===== src/rtl/fifo1_pkg.sv =====
package fifo1_pkg;
  // Port order inside one cycle: lower index acts first.
  localparam int P_RETIRE = 0;  // pop or flush
  localparam int P_FILL   = 1;  // push
  localparam int N_PORTS  = 2;
endpackage


===== src/rtl/rst_sync.sv =====
module rst_sync #(
  parameter int STAGES = 2
) (
  input  logic clk,
  input  logic arst_n,
  output logic srst_n
);
  logic [STAGES-1:0] sh_q;
  logic [STAGES-1:0] sh_d;

  always_comb begin
    sh_d = {sh_q[STAGES-2:0], 1'b1};
  end

  always_ff @(posedge clk or negedge arst_n) begin
    if (!arst_n) sh_q <= '0;
    else         sh_q <= sh_d;
  end

  assign srst_n = sh_q[STAGES-1];
endmodule


===== src/rtl/ord_reg.sv =====
// Register with NP ordered write ports. Port i reads the value after the
// writes of ports 0..i-1 this cycle; the highest enabled write is stored.
module ord_reg #(
  parameter int W      = 8,
  parameter int NP     = 2,
  parameter bit HAS_RST = 1'b1,
  parameter logic [W-1:0] RST_VAL = '0
) (
  input  logic                 clk,
  input  logic                 rst_n,
  input  logic [NP-1:0]        wr_en,
  input  logic [NP-1:0][W-1:0] wr_val,
  output logic [NP-1:0][W-1:0] rd
);
  logic [W-1:0]            cur_q;
  logic [NP:0][W-1:0]      chain;
  logic                    ld_en;

  assign chain[0] = cur_q;

  generate
    for (genvar i = 0; i < NP; i++) begin : g_port
      assign chain[i+1] = wr_en[i] ? wr_val[i] : chain[i];
      assign rd[i]      = chain[i];
    end
  endgenerate

  assign ld_en = |wr_en;

  generate
    if (HAS_RST) begin : g_rst
      always_ff @(posedge clk or negedge rst_n) begin
        if (!rst_n)     cur_q <= RST_VAL;
        else if (ld_en) cur_q <= chain[NP];
      end
    end else begin : g_nrst
      logic unused_rst;
      assign unused_rst = rst_n;
      always_ff @(posedge clk) begin
        if (ld_en) cur_q <= chain[NP];
      end
    end
  endgenerate
endmodule


===== src/rtl/pipe_fifo1.sv =====
module pipe_fifo1
  import fifo1_pkg::*;
#(
  parameter int W = 32
) (
  input  logic         clk,
  input  logic         rst_n,
  input  logic [W-1:0] push_data,
  input  logic         push_req,
  output logic         push_ok,
  output logic [W-1:0] head_data,
  output logic         head_vld,
  input  logic         pop_req,
  input  logic         flush_req
);
  logic                      rst_ok_n;
  logic [N_PORTS-1:0]        occ_we;
  logic [N_PORTS-1:0][0:0]   occ_wv;
  logic [N_PORTS-1:0][0:0]   occ_rd;
  logic [N_PORTS-1:0]        dat_we;
  logic [N_PORTS-1:0][W-1:0] dat_wv;
  logic [N_PORTS-1:0][W-1:0] dat_rd;
  logic                      retire;
  logic                      fill;
  logic [W-1:0]              unused_dat;

  rst_sync #(.STAGES(2)) u_rst (
    .clk(clk), .arst_n(rst_n), .srst_n(rst_ok_n)
  );

  // Next-state decisions, in port order.
  always_comb begin
    retire = flush_req | (pop_req & occ_rd[P_RETIRE][0]);
    fill   = push_req & ~occ_rd[P_FILL][0];

    occ_we             = '0;
    occ_wv             = '0;
    occ_we[P_RETIRE]   = retire;
    occ_wv[P_RETIRE]   = 1'b0;
    occ_we[P_FILL]     = fill;
    occ_wv[P_FILL]     = 1'b1;

    dat_we             = '0;
    dat_wv             = '0;
    dat_we[P_FILL]     = fill;
    dat_wv[P_FILL]     = push_data;
  end

  ord_reg #(.W(1), .NP(N_PORTS), .HAS_RST(1'b1), .RST_VAL(1'b0)) u_occ (
    .clk(clk), .rst_n(rst_ok_n), .wr_en(occ_we), .wr_val(occ_wv), .rd(occ_rd)
  );

  ord_reg #(.W(W), .NP(N_PORTS), .HAS_RST(1'b0), .RST_VAL('0)) u_dat (
    .clk(clk), .rst_n(rst_ok_n), .wr_en(dat_we), .wr_val(dat_wv), .rd(dat_rd)
  );

  assign head_vld   = occ_rd[P_RETIRE][0];
  assign head_data  = dat_rd[P_RETIRE];
  assign push_ok    = ~occ_rd[P_FILL][0];
  assign unused_dat = dat_rd[P_FILL];
endmodule


===== config.mk =====
export PLATFORM = sky130hd
export DESIGN_NAME = pipe_fifo1
export DESIGN_NICKNAME = d
export VERILOG_FILES = /design/src/rtl/fifo1_pkg.sv /design/src/rtl/rst_sync.sv /design/src/rtl/ord_reg.sv /design/src/rtl/pipe_fifo1.sv
export SDC_FILE = /design/constraint.sdc
export NUM_CORES = 1
export LEC_CHECK = 0
export ABC_AREA = 1
export BUFFER_PORTS_ARGS = -buffer_cell sky130_fd_sc_hd__clkbuf_2
export CORE_MARGIN = 5
export CORE_UTILIZATION = 30
export CTS_BUF_LIST = sky130_fd_sc_hd__clkbuf_2 sky130_fd_sc_hd__clkbuf_4 sky130_fd_sc_hd__clkbuf_8
export DETAILED_ROUTE_END_ITERATION = 10
export GPL_TIMING_DRIVEN = 0
export PLACE_DENSITY_LB_ADDON = 0.15
export SLEW_MARGIN = 20
export SYNTH_ARGS = -nofsm -noshare
export SYNTH_HDL_FRONTEND = slang
export SYNTH_SLANG_ARGS = --single-unit

===== constraint.sdc =====
create_clock -name clk -period 0.8 [get_ports clk]
set_input_delay 0.04 -clock clk [delete_from_list [all_inputs] [get_ports clk]]
set_output_delay 0.04 -clock clk [all_outputs]
set_load 0.02 [all_outputs]

---- Yosys cells after proc, flatten, opt, wreduce, memory -nomap -nowiden ----
Cells that the tools add are included.
storage, ports and cells
  register bits after elaboration ......... 35
  bits in latches ......................... 0
  RAM bits ................................ 0
  ROM bits ................................ 0
  output and inout port bits .............. 34
  memories kept ........................... 0
cells by class
  add/sub/neg operators ................... 0
  multipliers ............................. 0
  divide/modulo/power cells ............... 0
  magnitude comparators ................... 0
  eq/ne operators ......................... 0
  shift-type cells ........................ 0
  muxes and demuxes ....................... 2
  bitwise logic cells ..................... 4
  reduce and logical (&&, ||, !) cells .... 1
operators by type and width
  kind              number
  $and A1 B1 Y1     2
  $mux W1           2
  $reduce_or A2 Y1  1
  $not A1 Y1        1
  $or A1 B1 Y1      1

---- Longest topological paths before layout ----
  depth in word-level cells ............... 6
  mapped depth ............................ 4

---- By module ----
A second synthesis with hierarchy kept.
unflattened totals
  cell total of the unflattened synthesis .. 393
  area total of the unflattened synthesis .. 2813.9 sq um
by module, submodules not included
  module           times used  cells each  area each (sq um)
  ord_reg (u_dat)  1           369         2646.3
  ord_reg (u_occ)  1           13          81.3
  rst_sync         1           3           53.8
  pipe_fifo1       1           8           32.5

---- Least setup slack after synthesis ----
No wires, ideal clock.
  path kind ............................... register -> register
  from .................................... reg u_occ.cur_q
  to ...................................... reg u_dat.cur_q[0] (enable)
  data arrival time ....................... 1.321 ns
  data required time ...................... 0.413 ns
  setup slack ............................. -0.907 ns
  cell stages (with the launch flop) ...... 4
  clock period less this slack ............ 1.707 ns
  cells stage by stage .................... dfrtp_1 > nand3_2 > nand2_1 > inv_1
between the ends
  cells in the longest elaborated chain, start to end .. 5
ends and longest elaborated chain
  element                 RTL line          RTL
  start, declared         ord_reg.sv:15     logic [W-1:0] cur_q;
  start signal, assigned  ord_reg.sv:34     else if (ld_en) cur_q <= chain[NP];
  $and A1 B1 Y1           pipe_fifo1.sv:33  retire = flush_req | (pop_req & occ_rd[P_RETIRE][0]);
  $or A1 B1 Y1            pipe_fifo1.sv:33
  $mux W1 (*)             ord_reg.sv:23     assign chain[i+1] = wr_en[i] ? wr_val[i] : chain[i];
  $not A1 Y1 (*)          -
  net push_ok             pipe_fifo1.sv:10  output logic push_ok,
  $and A1 B1 Y1 (*)       pipe_fifo1.sv:34  fill = push_req & ~occ_rd[P_FILL][0];
  net fill                pipe_fifo1.sv:24  logic fill;
  end signal, assigned    ord_reg.sv:40     if (ld_en) cur_q <= chain[NP];
  end, declared           ord_reg.sv:15
Mark *: on every way through the listed nets, which the timed path passes. The rest lies on a longest branch.
A chain may end at the register's enable or synchronous reset.

---- Worst setup path in the final report ----
  from .................................... reg u_occ.cur_q
  to ...................................... reg u_dat.cur_q[26] (enable)
between the ends
  cells in the longest elaborated chain, start to end .. 5
ends and longest elaborated chain
  element            RTL line
  $and A1 B1 Y1      pipe_fifo1.sv:33
  $or A1 B1 Y1       pipe_fifo1.sv:33
  $mux W1 (*)        ord_reg.sv:23
  $not A1 Y1 (*)     pipe_fifo1.sv:34
  $and A1 B1 Y1 (*)  pipe_fifo1.sv:34
  net fill           pipe_fifo1.sv:24
Marks and branches as above.

==> reports/qor.yml <==
sta:
  hold_slack_ns: -0.001933
  clock_skew_ns: 0.01028
  setup_ws_ns: -0.2960
  setup_viol: 66
  timing_hold_violations_final: 1
  finalMaxSlewViolations: 0
  period_share_pct: 137.0
  tns_ns: -12.76
  rsz0062_at_grt: "true"
  clock.fmax_mhz: 912.4
  fin_crit_ns: 1.096
setup_path:
  r2r_cells: 4
  critPathMaxFanout: 6
  critical_path.endpoint_type: "register"
  path_class: "register to register"
  r2r-start: "u_occ.cur_q"
  setup.worst_path.start: "u_occ.cur_q"
  worst_ep_required_time_ns: 0.84
  r2r_setup_slack_ns: -0.30
  cp-start-kind: "register"
  reg2reg_to: "u_dat.cur_q[26]"
  worstSetupEndpoint: "u_dat.cur_q[26]"
  worstPathArrival_ns: 1.13
die:
  die_y_um: 69.79
  rows: 21
  io-pin-count: 71
  core_um2: 3390
  fp.dieW_um: 69.79
  start_util_pct: 31.64
  die-area_um2: 4870
yosys:
  synth_fp_nets: 80
  yosysWarnings: 0
  syn-mean-instance-area_um2: 24.94
  syn_inst: 43
  yosys.area_share.simple_pct: 1.634
  yosysSeqAreaShare_pct: 96.62
  synth_top_family_by_area: "simple AND/OR/NAND/NOR gates"
  synth_compound_area_share_pct: 0
  syn_area_um2: 1072
  synth_cell_types: 6
  synth_xor_area_share_pct: 0
  synth_fa_ha_area_share_pct: 0
  synth_seq_cells: 35
  synth.mux.area_fraction_pct: 0
place:
  dp_hpwl_um: 1568
  gp_congestion: 0.6510
  port_buffers: 70
  placed_area_um2: 1495
route:
  vias: 798
  drc_errors: 0
  wl_um: 2724
  wire_per_inst_um: 13.16
  antenna_left: 0
  dr.pass1.iters: 3
  via_per_inst: 3.855
  drtIter0Drc: 50
global_route:
  grtUsageMet3_pct: 6.087
  grt_use_total_pct: 12.25
  antenna_found_initial: 0
  met2_usage_pct: 20.78
  grt_max_degree: 12
  overflow: 0
  grt_pass1_vias: 897
  top_usage_layer: "met2"
  grt_first_pass_wirelength_um: 4512
  met1_usage_pct: 12.78
run_status:
  status: "complete, but fails checks"
  violations: "negative hold slack, negative setup slack"
layout:
  final_cell_mix: "36 x clkbuf_2, 34 x dlygate4sd3_1, 32 x edfxtp_1, 27 x buf_6"
  syn_to_final_growth_pct: 98.83
  drive_gt1_share_pct: 54.66
  fin_nets: 197
  fin_area_um2: 2132
  n_antenna_cell: 0
  fin_util_pct: 62.90
  final.fill_count: 240
  final_common_cell: "clkbuf_2"
clock_tree:
  cts_tree: "built"
  clock-root-buffer: "clkbuf_4"
  clock_sink_count: 35
  ctsHoldBuffers: 34
  clock_latency_ns: 0.32
  clk_pin_slew_ns: 0.09
  clockBufferDepth: 2
  cts-htree-levels: 2
  cts_buffers: 5
job:
  maxCapViolations: 0
min_path:
  hold_path_class: "input pin to register"
power_and_ir_drop:
  vdd_ir_drop_max_mv: 1.206
  leakage_nw: 0.9253
  p_per_area_nw_per_um2: 1894
-- metal layers --
metal | routed length (um) | share of wire [%]
met1 | 889 | 33
met2 | 1561 | 57
met3 | 224 | 8.2
met4 | 47 | 1.7
met5 | 0 | 0
-- synth_stat cells --
| cell | instances | share of area [%] |
|---|---|---|
| nand2_1 | 2 | 0.70 |
| edfxtp_1 | 32 | 90 |
| conb_1 | 1 | 0.35 |
| inv_1 | 4 | 1.4 |
| dfrtp_1 | 3 | 7.0 |
| nand3_2 | 1 | 0.93 |
-- power by group --
part	switching (mW)	leakage (nW)	internal, mW	total [mW]
clock network	0.519	0.0463	0.731	1.25
logic	0.276	0.536	0.349	0.625
registers	0.0421	0.343	2.12	2.16
-- critical path, stage by stage, from the launching register on --
cell	delay (ns)
dfrtp_2	0.44
nand3_4	0.08
nand2_4	0.07
clkinvlp_4	0.09
buf_6	0.12
-- area by class of cell --
type                            instances  area [um^2]  share of cell area (%)
Sequential cell                        35         1037                   48.65
Inverter                                4        18.77                  0.8803
Multi-Input combinational cell          4        36.28                   1.702
Clock buffer                            7        52.55                   2.465
Timing Repair Buffer                  109        892.1                   41.84
Timing Repair inverter                  1        7.507                  0.3521
Tap cell                               46        57.56                   2.700
Clock inverter                          1        30.03                   1.408
-- worst min-delay path by stage --
stage / from / endpoint / slack [ns] / cells after the start
2_1_floorplan: rst_n / u_rst.sh_q[0] / -0.26 / 0
3_3_place_gp: rst_n / u_rst.sh_q[0] / -0.17 / 1
3_5_place_dp: rst_n / u_rst.sh_q[0] / -0.17 / 1
4_1_cts: pop_req / u_occ.cur_q / -0.01 / 4
5_1_grt: pop_req / u_occ.cur_q / -0.004 / 4
6_report: pop_req / u_occ.cur_q / -0.002 / 4
-- sequential cells by signal, summed over array words and instances (netlist names) --
name         count
u_rst.sh_q       2
u_dat.cur_q     32
u_occ.cur_q      1
-- cells by family (layout without fill, tap and decap cells) --
family	after synthesis	in the layout
buf+inv	4	122
flops	35	35
other cells	1	1
simple gates	3	3
-- per-stage QoR --
stage / std cells / worst slack [ns] / hold WS [ns] / power (mW)
after floorplan: 43 / -0.6698 / -0.2556 / 2.371
final: 207 / -0.2960 / -0.001933 / 4.039
after global routing: 207 / -0.3356 / -0.004358 / 4.246
after detailed placement: 159 / -0.7398 / -0.1704 / 2.563
after CTS: 207 / -0.2912 / -0.01384 / 3.995
after global placement: 159 / -0.7284 / -0.1728 / 2.558
-- what timing repair did --
action,CTS,global route
setup buffers,5,0
endpoints found under the hold margin,35,1
resized for setup,8,78
gates cloned,1,0
endpoints found under the setup margin,66,66
No activity file was read; power rests on OpenSTA's default activity.
